===== config.mk =====
export PLATFORM = sky130hd
export DESIGN_NAME = exc_ctl_unit
export DESIGN_NICKNAME = d
export VERILOG_FILES = /design/src/rtl/exc_ctl_pkg.sv /design/src/rtl/exc_irq_gate.sv /design/src/rtl/exc_cause_arb.sv /design/src/rtl/exc_csr_file.sv /design/src/rtl/exc_ctl_unit.sv
export SDC_FILE = /design/constraint.sdc
export NUM_CORES = 1
export LEC_CHECK = 0
export BUFFER_PORTS_ARGS = -buffer_cell sky130_fd_sc_hd__buf_2
export CORE_MARGIN = 3
export CORE_UTILIZATION = 47
export CTS_CLUSTER_SIZE = 20
export DETAILED_ROUTE_END_ITERATION = 8
export GPL_TIMING_DRIVEN = 1
export PLACE_DENSITY = 0.9
export SKIP_LAST_GASP = 1
export SYNTH_ARGS = -nofsm -noshare
export SYNTH_HDL_FRONTEND = slang
export SYNTH_SLANG_ARGS = --single-unit

===== constraint.sdc =====
create_clock -name clk -period 3.5 [get_ports clk]
set_input_delay 0.35 -clock clk [delete_from_list [all_inputs] [get_ports clk]]
set_output_delay 0.35 -clock clk [all_outputs]
set_load 0.02 [all_outputs]

===== src/rtl/exc_ctl_pkg.sv =====
package exc_ctl_pkg;

  typedef enum logic [1:0] {
    CAUSE_IRQ    = 2'd0,
    CAUSE_TRAP   = 2'd1,
    CAUSE_UNIMPL = 2'd2,
    CAUSE_PRIV   = 2'd3
  } exc_cause_e;

  localparam int unsigned IDX_W = 3;

  localparam logic [IDX_W-1:0] IDX_STATUS  = 3'd0;
  localparam logic [IDX_W-1:0] IDX_ESTAT   = 3'd1;
  localparam logic [IDX_W-1:0] IDX_BSTAT   = 3'd2;
  localparam logic [IDX_W-1:0] IDX_MASK    = 3'd3;
  localparam logic [IDX_W-1:0] IDX_PEND    = 3'd4;
  localparam logic [IDX_W-1:0] IDX_CPUID   = 3'd5;

  typedef struct packed {
    logic usr;
    logic pie;
  } stat_t;

endpackage


===== src/rtl/exc_irq_gate.sv =====
module exc_irq_gate #(
  parameter int unsigned NIRQ = 32
) (
  input  logic            pie_i,
  input  logic [NIRQ-1:0] irq_i,
  input  logic [NIRQ-1:0] mask_i,
  output logic [NIRQ-1:0] pend_o,
  output logic            hit_o
);

  genvar g;
  generate
    for (g = 0; g < NIRQ; g++) begin : g_line
      assign pend_o[g] = irq_i[g] & mask_i[g];
    end
  endgenerate

  assign hit_o = pie_i & (|pend_o);

endmodule


===== src/rtl/exc_cause_arb.sv =====
module exc_cause_arb
  import exc_ctl_pkg::*;
(
  input  logic       clk,
  input  logic       rst_n,
  input  logic       irq_i,
  input  logic       trap_i,
  input  logic       unimpl_i,
  input  logic       priv_i,
  output logic       take_o,
  output exc_cause_e cause_o
);

  always_comb begin
    take_o  = 1'b1;
    cause_o = CAUSE_IRQ;
    if (irq_i) begin
      cause_o = CAUSE_IRQ;
    end else if (trap_i) begin
      cause_o = CAUSE_TRAP;
    end else if (unimpl_i) begin
      cause_o = CAUSE_UNIMPL;
    end else if (priv_i) begin
      cause_o = CAUSE_PRIV;
    end else begin
      take_o  = 1'b0;
    end
  end

  // a trap never loses to an unimplemented or access request
  p_trap_over_unimpl_r8: assert property (@(posedge clk) disable iff (!rst_n)
    (trap_i && !irq_i) |-> (take_o && cause_o == CAUSE_TRAP));

  // the interrupt wins against every other cause
  p_irq_first_r8: assert property (@(posedge clk) disable iff (!rst_n)
    irq_i |-> (take_o && cause_o == CAUSE_IRQ));

endmodule


===== src/rtl/exc_csr_file.sv =====
module exc_csr_file
  import exc_ctl_pkg::*;
#(
  parameter int unsigned       XLEN   = 32,
  parameter int unsigned       NIRQ   = 32,
  parameter logic [XLEN-1:0]   CPU_ID = 32'h1234_5678
) (
  input  logic             clk,
  input  logic             rst_n,
  input  logic             take_i,
  input  logic             eret_i,
  input  logic             bret_i,
  input  logic             rd_en_i,
  input  logic             wr_en_i,
  input  logic [IDX_W-1:0] idx_i,
  input  logic [XLEN-1:0]  wdata_i,
  input  logic [NIRQ-1:0]  pend_i,
  output logic [XLEN-1:0]  rdata_o,
  output logic             user_o,
  output logic             pie_o,
  output logic [NIRQ-1:0]  mask_o
);

  localparam int unsigned PAD = XLEN - NIRQ;

  stat_t            stat_q, stat_d;
  stat_t            estat_q, estat_d;
  stat_t            bstat_q, bstat_d;
  logic [NIRQ-1:0]  mask_q, mask_d;
  logic             stat_en, estat_en, bstat_en, mask_en;
  logic             wr_ok;
  logic [XLEN-1:0]  mask_ext, pend_ext;

  generate
    if (PAD > 0) begin : g_pad
      assign mask_ext = {{PAD{1'b0}}, mask_q};
      assign pend_ext = {{PAD{1'b0}}, pend_i};
    end else begin : g_nopad
      assign mask_ext = mask_q;
      assign pend_ext = pend_i;
    end
  endgenerate

  assign wr_ok = wr_en_i & ~stat_q.usr & ~take_i;

  // next-state: exception entry > eret > bret > register write
  always_comb begin
    stat_d   = stat_q;
    estat_d  = estat_q;
    bstat_d  = bstat_q;
    mask_d   = mask_q;
    stat_en  = 1'b0;
    estat_en = 1'b0;
    bstat_en = 1'b0;
    mask_en  = 1'b0;
    if (take_i) begin
      estat_d  = stat_q;
      estat_en = 1'b1;
      stat_d   = '0;
      stat_en  = 1'b1;
    end else if (eret_i) begin
      stat_d   = estat_q;
      stat_en  = 1'b1;
    end else if (bret_i) begin
      stat_d   = bstat_q;
      stat_en  = 1'b1;
    end else if (wr_ok) begin
      unique case (idx_i)
        IDX_STATUS: begin
          stat_d  = stat_t'(wdata_i[1:0]);
          stat_en = 1'b1;
        end
        IDX_ESTAT: begin
          estat_d  = stat_t'(wdata_i[1:0]);
          estat_en = 1'b1;
        end
        IDX_BSTAT: begin
          bstat_d  = stat_t'(wdata_i[1:0]);
          bstat_en = 1'b1;
        end
        IDX_MASK: begin
          mask_d  = wdata_i[NIRQ-1:0];
          mask_en = 1'b1;
        end
        default: ;
      endcase
    end
  end

  always_ff @(posedge clk or negedge rst_n) begin
    if (!rst_n) begin
      stat_q  <= '0;
      estat_q <= '0;
      bstat_q <= '0;
      mask_q  <= '0;
    end else begin
      if (stat_en)  stat_q  <= stat_d;
      if (estat_en) estat_q <= estat_d;
      if (bstat_en) bstat_q <= bstat_d;
      if (mask_en)  mask_q  <= mask_d;
    end
  end

  always_comb begin
    rdata_o = '0;
    if (rd_en_i && !stat_q.usr) begin
      unique case (idx_i)
        IDX_STATUS: rdata_o = {{(XLEN-2){1'b0}}, stat_q};
        IDX_ESTAT:  rdata_o = {{(XLEN-2){1'b0}}, estat_q};
        IDX_BSTAT:  rdata_o = {{(XLEN-2){1'b0}}, bstat_q};
        IDX_MASK:   rdata_o = mask_ext;
        IDX_PEND:   rdata_o = pend_ext;
        IDX_CPUID:  rdata_o = CPU_ID;
        default:    rdata_o = '0;
      endcase
    end
  end

  assign user_o = stat_q.usr;
  assign pie_o  = stat_q.pie;
  assign mask_o = mask_q;

  // entry lands in supervisor mode with interrupts masked
  p_entry_clears_r5: assert property (@(posedge clk) disable iff (!rst_n)
    take_i |=> (!stat_q.usr && !stat_q.pie));

  // the exception copy holds the status seen at entry
  p_entry_saves_r5: assert property (@(posedge clk) disable iff (!rst_n)
    take_i |=> (estat_q == $past(stat_q)));

  // eret without a competing exception restores the saved copy
  p_eret_restores_r6: assert property (@(posedge clk) disable iff (!rst_n)
    (eret_i && !take_i) |=> (stat_q == $past(estat_q)));

  // a user-mode write leaves the mask untouched
  p_user_write_blocked_r7: assert property (@(posedge clk) disable iff (!rst_n)
    (wr_en_i && stat_q.usr) |=> $stable(mask_q));

endmodule


===== src/rtl/exc_ctl_unit.sv =====
module exc_ctl_unit
  import exc_ctl_pkg::*;
#(
  parameter int unsigned     XLEN         = 32,
  parameter int unsigned     NIRQ         = 32,
  parameter logic [XLEN-1:0] MEM_BASE     = '0,
  parameter logic [XLEN-1:0] HANDLER_ADDR = MEM_BASE + 32'h20,
  parameter logic [XLEN-1:0] CPU_ID       = 32'h1234_5678
) (
  input  logic             clk,
  input  logic             rst_n,
  input  logic [NIRQ-1:0]  irq_lines,
  input  logic             trap_req,
  input  logic             unimpl_req,
  input  logic [XLEN-1:0]  cur_pc,
  input  logic             eret_stb,
  input  logic             bret_stb,
  input  logic             csr_rd_en,
  input  logic             csr_wr_en,
  input  logic [2:0]       csr_idx,
  input  logic [XLEN-1:0]  csr_wdata,
  output logic [XLEN-1:0]  csr_rdata,
  output logic             exc_take,
  output logic [1:0]       exc_cause,
  output logic [XLEN-1:0]  exc_target,
  output logic [XLEN-1:0]  exc_ret_addr
);

  localparam logic [XLEN-1:0] PC_STEP = 4;

  logic            user_q;
  logic            pie_q;
  logic [NIRQ-1:0] mask_q;
  logic [NIRQ-1:0] pend;
  logic            irq_hit;
  logic            priv_viol;
  exc_cause_e      cause;

  assign priv_viol = (csr_rd_en | csr_wr_en) & user_q;

  exc_irq_gate #(.NIRQ(NIRQ)) u_gate (
    .pie_i  (pie_q),
    .irq_i  (irq_lines),
    .mask_i (mask_q),
    .pend_o (pend),
    .hit_o  (irq_hit)
  );

  exc_cause_arb u_arb (
    .clk      (clk),
    .rst_n    (rst_n),
    .irq_i    (irq_hit),
    .trap_i   (trap_req),
    .unimpl_i (unimpl_req),
    .priv_i   (priv_viol),
    .take_o   (exc_take),
    .cause_o  (cause)
  );

  exc_csr_file #(.XLEN(XLEN), .NIRQ(NIRQ), .CPU_ID(CPU_ID)) u_csr (
    .clk     (clk),
    .rst_n   (rst_n),
    .take_i  (exc_take),
    .eret_i  (eret_stb),
    .bret_i  (bret_stb),
    .rd_en_i (csr_rd_en),
    .wr_en_i (csr_wr_en),
    .idx_i   (csr_idx),
    .wdata_i (csr_wdata),
    .pend_i  (pend),
    .rdata_o (csr_rdata),
    .user_o  (user_q),
    .pie_o   (pie_q),
    .mask_o  (mask_q)
  );

  assign exc_cause    = cause;
  assign exc_target   = HANDLER_ADDR;
  assign exc_ret_addr = cur_pc + PC_STEP;

  // any register access from user mode must trap
  p_user_access_traps_r7: assert property (@(posedge clk) disable iff (!rst_n)
    (csr_rd_en || csr_wr_en) && user_q |-> (exc_take && csr_rdata == '0));

  // an interrupt cause requires the global enable
  p_irq_needs_pie_r4: assert property (@(posedge clk) disable iff (!rst_n)
    (exc_take && exc_cause == 2'd0) |-> (pie_q && |(irq_lines & mask_q)));

endmodule


## After elaboration in Yosys (flattened, before gate mapping)

Cells that the tools add are included.

- Bits in registers: 38
- Bits of input ports: 107
- Output and inout port bits: 99
- Logic and storage cells: 108

- Add/sub/neg operators: 1
- Equality and inequality tests: 7
- Multiplexer cells: 40
- Bitwise gates (word level): 41
- Reduce and logical (&&, ||, !) cells: 12

Operators with widths:

| kind | count |
|---|---|
| $pmux W32 S6 | 1 |
| $and A1 B1 Y1 | 36 |
| $add A32 B3 Y32 const B | 1 |
| $mux W32 | 1 |
| $reduce_or A32 Y1 | 1 |
| $mux W2 | 14 |
| $mux W1 | 24 |
| $reduce_and A6 Y1 | 2 |
| $reduce_bool A4 Y1 | 2 |
| $eq A3 B2 Y1 const B | 2 |
| $eq A3 B3 Y1 const B | 2 |
| $reduce_and A5 Y1 | 1 |
| $ne A2 B1 Y1 const B | 2 |
| $not A1 Y1 | 4 |
| $reduce_bool A2 Y1 | 2 |
| $eq A3 B1 Y1 const B | 1 |
| $logic_not A3 Y1 | 1 |
| $reduce_and A3 Y1 | 1 |
| $logic_and A1 B1 Y1 | 1 |
| $logic_not A1 Y1 | 1 |
| $or A1 B1 Y1 | 1 |

## Depth between registers and ports, before layout

Gate-level depths: netlist (run 1).

- Word-level depth: 13
- Depth in mapped cells: 7
- Mapped depth without buffers: 6

## Modules after synthesis

From an unflattened synthesis (run 1), not the netlist that was laid out.

- Cell total of the unflattened synthesis: 368
- Area total of the unflattened synthesis: 3430.8 sq um

Modules (own cells, without submodules):

| module | times used | cells an instance | area each (sq um) |
|---|---|---|---|
| exc_csr_file | 1 | 204 | 2267.2 |
| exc_ctl_unit | 1 | 112 | 829.5 |
| exc_irq_gate | 1 | 45 | 299.0 |
| exc_cause_arb | 1 | 7 | 35.0 |

## Worst setup path after synthesis (run 1)

Ideal clock, no wire load.

- Path type: input port to output port
- Start: input port cur_pc[5]
- End: output port exc_ret_addr[29]
- Data arrival time: 1826 ps
- Data required time: 3150 ps
- Setup slack: 1324 ps
- Stages: 7
- Cells stage by stage: and4_1 and4_1 buf_2 nand4_1 nor2_1 nand3_1 xnor2_1

- Longest elaborated chain between the ends: 1

RTL lines:

| what | RTL line | text |
|---|---|---|
| start, declared | exc_ctl_unit.sv:15 | `input logic [XLEN-1:0] cur_pc,` |
| $add A32 B3 Y32 | exc_ctl_unit.sv:79 | `assign exc_ret_addr = cur_pc + PC_STEP;` |
| end, declared | exc_ctl_unit.sv:26 | `output logic [XLEN-1:0] exc_ret_addr` |

No other way between the ends.

## Worst setup path after layout (run 1)

- Start: register u_csr.mask_q[23] (netlist: u_csr.mask_o[23])
- End: register u_csr.mask_q[20] (netlist: u_csr.mask_o[20])

- Longest elaborated chain between the ends: 11

RTL lines:

| what | RTL line | text |
|---|---|---|
| start, declared | exc_csr_file.sv:29 | `logic [NIRQ-1:0] mask_q, mask_d;` |
| start signal, assigned | exc_csr_file.sv:100 | `if (mask_en) mask_q <= mask_d;` |
| $and A1 B1 Y1 * | exc_irq_gate.sv:14 | `assign pend_o[g] = irq_i[g] & mask_i[g];` |
| $reduce_or A32 Y1 * | exc_irq_gate.sv:18 | `assign hit_o = pie_i & (\|pend_o);` |
| $and A1 B1 Y1 * | exc_irq_gate.sv:18 |  |
| $mux W1 * | exc_cause_arb.sv:17 | `if (irq_i) begin` |
| $not A1 Y1 | exc_csr_file.sv:44 | `assign wr_ok = wr_en_i & ~stat_q.usr & ~take_i;` |
| $and A1 B1 Y1 | exc_csr_file.sv:44 |  |
| $mux W1 | exc_csr_file.sv:67 | `end else if (wr_ok) begin` |
| $mux W1 | exc_csr_file.sv:64 | `end else if (bret_i) begin` |
| $mux W1 | exc_csr_file.sv:61 | `end else if (eret_i) begin` |
| $mux W1 | exc_csr_file.sv:56 | `if (take_i) begin` |
| $reduce_and A6 Y1 (no line) * | n/a |  |

Mark *: on every way between the ends. The rest lies on a longest branch, timed or not.
A chain may end at the register's enable or synchronous reset.

==> implementation parameters, run 1 <==
Parameter                              Value

Outcome
  Outcome ... complete, no violations

Min path
  Worst hold path class ... input port to asynchronous set/reset pin

Worst setup path
  Type of the setup path with the least slack ... register to register
  Delay of the slowest critical-path stage ... 460 ps
  Standard cell with the maximum stage delay on the critical path ... nor3_4
  Endpoint type of the worst setup path ... register
  Category of cells accounting for the largest share of critical-path delay ... simple AND/OR/NAND/NOR gates
  Category of the worst setup path launch point ... register
  Endpoint required time on the critical path ... 3680 ps
  Crit path cell chain ... a22o_1 > a221oi_1 > and4_1 > a21boi_2 > nor3_4 > buf_12 > mux2_2
  CP bufs+invs ... 1
  Critical Path Fanout Max ... 25
  Endpoint arrival time on the critical path ... roughly 2700 ps

Synth
  Number of enable-type register cells in the synthesized netlist ... 0
  Syn Area/Cell ... around 8.6 sq um
  Leading post-synthesis cells by cell area ... dfrtp_1 30%, mux2_2 11%, buf_4 8.1%
  Most instantiated flip-flop cell in the synthesis netlist ... dfrtp_1
  Top cells by count, synth ... 45 x nor2_1, 38 x dfrtp_1, 36 x nand2_1
  Fraction of synthesized cell area taken by the top area cell type ... 30.1%
  Sequential element share of the synthesized area ... 30.1%
  Async SR Flop Fraction ... 100%
  Post-synthesis cell type count ... 38
  Cell taking the most area after synthesis ... dfrtp_1
  Number of warnings printed during yosys synthesis ... 0
  Leading cell type by number of instances after synthesis ... nor2_1
  Instance count of the mapped netlist ... between 300 and 400
  Netlist area before placement ... 3160 sq um
  Synthesis-stage register bit count ... 38

Detailed routing
  Antenna violation net count after detailed routing ... 0
  Vias ... 3,296
  Post-detailed-route via-to-cell ratio ... 5.43
  Average wire per standard cell ... 15.6 um
  First-pass iteration count of the detailed router ... 4
  Number of design-rule violations left by the first detailed-router iteration ... 120
  Count of unresolved DRC violations after routing ... 0
  Routed Wire Length ... 9.45 mm

STA
  Final worst slack ... 991 ps
  Final Max Tran Viols ... 0
  Hold violation count in the final report ... 0
  Max Clk Rate ... 399 MHz
  Total Negative Setup Slacks ... 0 ps
  Final-report setup violation count ... 0
  Final worst clock skew ... between 6 and 7 ps
  Minimum clock period ... 2510 ps
  RSZ-0062 raised after global routing ... false
  Slew at the pin closest to its max-slew limit ... 864 ps
  Slew headroom ... 42.4%
  Share of the clock period used by the worst path ... 71.7%

Power
  Proportion of power drawn by the clock network ... 35.4%
  Net Switching ... 398 uW
  IR Drop Worst-Case VDD ... 0.206 mV
  Reported leakage power ... 0.00218 uW
  Cell area power density ... 323 nW/um^2
  Switching power share of the total ... 30.3%
  Combinational fraction of design power ... a little over a quarter
  Cell Int Power ... 917 uW
  Design Power ... 1320 uW
  Sequential share of power ... 38.2%

Floorplan
  IO Pins ... roughly 210
  Row Count ... 29
  Die Area ... 7740 sq um
  Die width ... 88.0 um
  Die span in y ... 88.0 um
  Starting density of the core ... 49.2%
  Core ar. ... 6420 sq um

GRT
  Met2 Resource Use GR ... 44.7%
  Met1 track demand over resource in global routing ... 26.9%
  Global-route wire length before repair ... 14.6 mm
  Via count of the first global-routing pass ... 3,134
  Met3 capacity usage during global routing ... 5.27%
  Grt peak-use layer ... met2
  Pin count of the biggest net entering global routing ... 39
  Number of antenna violations at the first check in global routing ... 0
  Total grt overflow ... 0
  Tot GR Track Use ... 23.9%

Finish
  Synthesis-to-finish area growth ... 28.8%
  Ratio of cells with drive above 1 in the final layout ... 41.1%
  Final core occ ... 63.3%
  Nets@finish ... about 640
  Inserted Diodes ... 0

Clock tree
  CTS max path bufs ... 2
  Count of H-tree levels built during CTS ... 2
  Clock transition at path regs ... 80 ps
  Clk Latency, worst-skew pair ... 290 ps
  CTS sink cnt ... 38
  CTS hold repair buffers ... 0
  Inserted Clock Buffers ... 5
  Root buf cell ... clkbuf_8
  Number of buffers inserted by post-CTS setup repair ... 0
  Post-cts resize count ... 0
  TritonCTS clock tree ... built

Placed design
  Number of buffers added on ports ... about 170
  Total half-perimeter wirelength after legalization and detailed placement ... 7.58 mm
  Routability-driven placement congestion ratio ... 0.901
  Worst slack at placement ... 920 ps

Flow run
  Max-cap viol count ... 0
-- metrics by stage --
step           std cells  cell area, sq um  hold slack (ps)
2_1_floorplan        399              3270             54.4
3_3_place_gp         599              3920              498
3_5_place_dp         599              3920              511
4_1_cts              607              4070              194
5_1_grt              607              4070              214
6_report             607              4070              162
-- sequential cells by signal, indices dropped and copies added (netlist names) --
name	cells
u_csr.bstat_q	2
u_csr.estat_q	2
u_csr.mask_o	32
u_csr.pie_o	1
u_csr.user_o	1
-- logic make-up after synthesis --
group	after synthesis	synth area share, %
fa+ha+maj	1	0.396
buf+inv	55	11.4
flops	38	30.1
xor+xnor	28	7.77
compound gates	75	16.6
other cells	2	0.238
simple gates	129	19.1
mux	41	14.3
-- worst reg2reg max path, stage by stage, from the launching register on --
cell	delay, ps
dfrtp_1	400
a22o_1	250
a221oi_1	250
and4_1	290
a21boi_2	130
nor3_4	460
buf_12	250
mux2_2	360
-- cell usage in the layout (no fill, tap or decap), types with 2 or more instances in the layout --
| cell | synthesis | layout |
|---|---|---|
| mux2_1 | 2 | 2 |
| mux2i_1 | 7 | 7 |
| bufinv_16 | 0 | 2 |
| xnor2_1 | 23 | 23 |
| clkbuf_8 | 0 | 6 |
| and3_1 | 8 | 8 |
| nand2_1 | 36 | 36 |
| nand3b_1 | 2 | 2 |
| buf_2 | 2 | 169 |
| nor3_1 | 5 | 4 |
| a22o_1 | 4 | 4 |
| inv_1 | 4 | 4 |
| mux2_2 | 32 | 32 |
| dfrtp_1 | 38 | 38 |
| and4_1 | 5 | 5 |
| nand4_1 | 4 | 4 |
| a21oi_1 | 19 | 19 |
| a21o_1 | 14 | 14 |
| nand2b_1 | 2 | 2 |
| nor2_1 | 45 | 45 |
| buf_4 | 34 | 4 |
| a32oi_1 | 13 | 13 |
| o21ai_0 | 8 | 8 |
| xor2_1 | 5 | 5 |
| a22oi_1 | 8 | 8 |
| a31oi_1 | 2 | 2 |
| conb_1 | 2 | 32 |
| a221oi_1 | 4 | 4 |
| nand3_1 | 17 | 17 |
-- final cells by class --
cell class	count	area, sq um
multi-input cells	306	1970
fillers	555	2360
repair buffers	174	896
inverters	4	15.0
flip-flops and latches	38	951
clock inverters	2	60.1
well taps	77	96.3
clock buffers	6	82.6
-- path summary, 6_finish.rpt --
| kind | to | slack [ps] | startpoint | cells after the start |
|---|---|---|---|---|
| setup / recovery | u_csr.mask_o[20] | 990 | u_csr.mask_o[23] | 7 |
| hold / removal | u_csr.mask_o[24] | 160 | rst_n | 1 |
| setup reg to reg | u_csr.mask_o[20] | 990 | u_csr.mask_o[23] | 7 |
| hold reg to reg | u_csr.mask_o[2] | 540 | u_csr.mask_o[2] | 1 |
| max in group asynchronous | u_csr.mask_o[21] | 2790 | rst_n | 1 |
| min in group clk | u_csr.mask_o[19] | 270 | csr_wdata[19] | 2 |
-- routing by layer --
metal	wire (um)	vias up
li1	-	1570
met1	3580	1538
met2	4830	168
met3	895	20
met4	148	0
met5	0	-
-- power by group through the flow --
stage               sequential [uW]  combinational, uW  clock [uW]
floorplan                       501                236           0
global placement                508                336           0
CTS                             502                347         473
detailed placement              511                346           0
finish                          503                347         466
global route                    508                381         494
(Power assumes the default switching activity.)
==> run 2: changes to the inputs <==
--- a/config.mk
+++ b/config.mk
@@ -7,11 +7,11 @@
 export LEC_CHECK = 0
 export BUFFER_PORTS_ARGS = -buffer_cell sky130_fd_sc_hd__buf_2
 export CORE_MARGIN = 3
-export CORE_UTILIZATION = 47
+export CORE_UTILIZATION = 39
 export CTS_CLUSTER_SIZE = 20
 export DETAILED_ROUTE_END_ITERATION = 8
 export GPL_TIMING_DRIVEN = 1
-export PLACE_DENSITY = 0.9
+export PLACE_DENSITY = 0.8
 export SKIP_LAST_GASP = 1
 export SYNTH_ARGS = -nofsm -noshare
 export SYNTH_HDL_FRONTEND = slang
==> constraint.sdc (replaced) <==
create_clock -name clk -period 2 [get_ports clk]
set_input_delay 0.2 -clock clk [delete_from_list [all_inputs] [get_ports clk]]
set_output_delay 0.2 -clock clk [all_outputs]
set_load 0.02 [all_outputs]
==> run 2 against run 1 <==
The flow now finishes with violations (setup timing). Clock-buffer cell count decreased by 1. Fmax increased by 13%. Sequential cell count unchanged. Power increased by 62%. Register-to-register slack got worse by 1200 ps. Die area increased by 19%. Core utilization decreased by 4.4 points. Combinational power increased by 120%. Worst hold slack got worse by 160 ps.
==> implementation parameters, run 2 (synthesis results as in run 1) <==
Parameter                              Value

GRT
  Met3 capacity usage during global routing ... 4.46% (-0.81 points)
  Grt peak-use layer ... met2
  Met1 track demand over resource in global routing ... 21.8% (-5.1 points)
  Pin count of the biggest net entering global routing ... 39 (unchanged)
  Tot GR Track Use ... 20.6% (-3.4 points)
  Number of antenna violations at the first check in global routing ... 1 (+1)
  Met2 Resource Use GR ... 39.2% (-5.6 points)
  Via count of the first global-routing pass ... 3,352 (+7.0%)
  Global-route wire length before repair ... 14.9 mm (+1.9%)
  Total grt overflow ... 0 (unchanged)

Worst setup path
  Type of the setup path with the least slack ... register to register
  Category of the worst setup path launch point ... register
  Critical Path Fanout Max ... 6 (-76%)
  Crit path cell chain ... a22o_1 > a221oi_2 > and4_1 > a21boi_2 > buf_6 > nor3_4 > buf_12 > buf_8 > mux2_2
  Delay of the slowest critical-path stage ... 380 ps (-80 ps)
  Standard cell with the maximum stage delay on the critical path ... dfrtp_1
  Endpoint required time on the critical path ... 2180 ps (-1500 ps)
  Endpoint arrival time on the critical path ... 2400 ps (-280 ps)
  Endpoint type of the worst setup path ... register

Detailed routing
  Vias ... 3,516 (+6.7%)
  Count of unresolved DRC violations after routing ... 0 (unchanged)
  Average wire per standard cell ... 15.7 um (+1.1%)
  Post-detailed-route via-to-cell ratio ... 5.24 (-3.5%)
  Antenna violation net count after detailed routing ... 0 (unchanged)
  Number of design-rule violations left by the first detailed-router iteration ... 114 (-5.0%)
  Routed Wire Length ... 10.6 mm (+12%)
  First-pass iteration count of the detailed router ... 4 (unchanged)

STA
  Minimum clock period ... 2220 ps (-285 ps)
  Max Clk Rate ... 449 MHz (+13%)
  Total Negative Setup Slacks ... -7410 ps (-7410 ps)
  Slew headroom ... 42.8% (+0.41 points)
  Worst hold slack ... 6.62 ps (-155 ps)
  Final-report setup violation count ... 37 (+37)
  Slew at the pin closest to its max-slew limit ... 858 ps (-6.09 ps)
  Final worst slack ... -225 ps (-1220 ps)
  RSZ-0062 raised after global routing ... true
  Hold violation count in the final report ... 0 (unchanged)
  Final Max Tran Viols ... 0 (unchanged)
  Final worst clock skew ... 5.86 ps (-0.789 ps)
  Share of the clock period used by the worst path ... 111% (+40 points)

Power
  Cell area power density ... 463 nW/um^2 (+43%)
  Design Power ... 2130 uW (+62%)
  Reported leakage power ... 0.00244 uW (+12%)
  IR Drop Worst-Case VDD ... 0.427 mV (+110%)

Placed design
  Routability-driven placement congestion ratio ... 0.826 (-8.3%)
  Total half-perimeter wirelength after legalization and detailed placement ... 8.18 mm (+8.0%)
  Number of buffers added on ports ... 169 (unchanged)

Finish
  Ratio of cells with drive above 1 in the final layout ... 46.7% (+5.5 points)
  Commonest cells after routing, fill and taps aside ... 166 x buf_2, 44 x nor2_1, 38 x dfrtp_1, 36 x nand2_1, 35 x buf_4
  Flip-flop count of the largest register after layout ... 32 (unchanged)
  Commonest non-fill, non-tap cell in the layout ... buf_2
  Nets@finish ... 676 (+6.1%)
  Synthesis-to-finish area growth ... 45.7%

Floorplan
  Die span in y ... 96.0 um (+9.1%)
  IO Pins ... 206 (unchanged)
  Die Area ... 9210 sq um (+19%)
  Row Count ... 32 (+10%)
  Core ar. ... 7810 sq um (+22%)
  Starting density of the core ... 40.4% (-8.7 points)
  Die width ... 96.0 um (+9.1%)

Clock tree
  TritonCTS clock tree ... built
  Clock transition at path regs ... 80 ps (about the same)
  Count of H-tree levels built during CTS ... 2 (unchanged)
  Root buf cell ... clkbuf_8
  Clk Latency, worst-skew pair ... 290 ps (about the same)
  CTS max path bufs ... 2 (unchanged)
  CTS sink cnt ... 38 (unchanged)
  Inserted Clock Buffers ... 5 (unchanged)

Outcome
  Violated checks ... setup timing
  Outcome ... finished with violations

Flow run
  Max-cap viol count ... 0 (unchanged)

Min path
  Worst hold path class ... input port to asynchronous set/reset pin
run 2: repair_timing:
item,CTS,global route
endpoints found under the setup margin,39,39
gates resized for setup,10,39
hold buffers,0,0
buffers inserted,1,2
pin swaps,2,6
cloned,0,3
run 2: final cells by class:
type                            count  area, sq um
Timing Repair Buffer              213         1300
Multi-Input combinational cell    306         2120
Antenna cell                        1         2.50
Fill cell                         706         3210
Clock buffer                        5         68.8
Sequential cell                    38          951
Inverter                            4         15.0
Clock inverter                      2         10.0
Tap cell                          102          128
run 2: final timing paths:
| kind | start | endpoint | slack [ps] | cells after the start |
|---|---|---|---|---|
| setup / recovery | u_csr.mask_o[21] | u_csr.mask_o[24] | -220 | 9 |
| max in group asynchronous | rst_n | u_csr.mask_o[5] | 1440 | 1 |
| hold reg to reg | u_csr.mask_o[16] | u_csr.mask_o[16] | 540 | 1 |
| setup reg to reg | u_csr.mask_o[21] | u_csr.mask_o[24] | -220 | 9 |
| hold / removal | rst_n | u_csr.mask_o[8] | 7 | 1 |
| min in group clk | csr_wdata[17] | u_csr.mask_o[17] | 130 | 2 |
run 2: metrics by stage:
step | std cells | worst slack (ps) | utilization [%] | area, sq um
after floorplan | 399 | 18.3 | - | 3270
after global placement | 657 | -98.7 | 54.2 | 4230
after detailed placement | 657 | -176 | 54.2 | 4230
after CTS | 665 | -217 | 55.8 | 4360
after global routing | 671 | -293 | 58.9 | 4600
final | 671 | -225 | 58.9 | 4600
run 2: layer usage:
layer,wire [um],up-vias
met5,0,-
met4,263,0
met3,900,19
met2,5510,174
met1,3890,1675
li1,-,1648
run 2: critical path, delay by kind of cell, from the launching register on:
kind,cells,cell delay [ps]
AO/OA/AOI/OAI,3,530
AND/OR/NAND/NOR,2,460
buffers and inverters,3,410
flip-flops,1,380
multiplexers,1,330
run 2: where the power goes:
part	internal [uW]	switching [uW]	total (uW)
Combinational	345	407	753
Sequential	826	43.3	869
Clock	234	275	509
Total	1410	725	2130
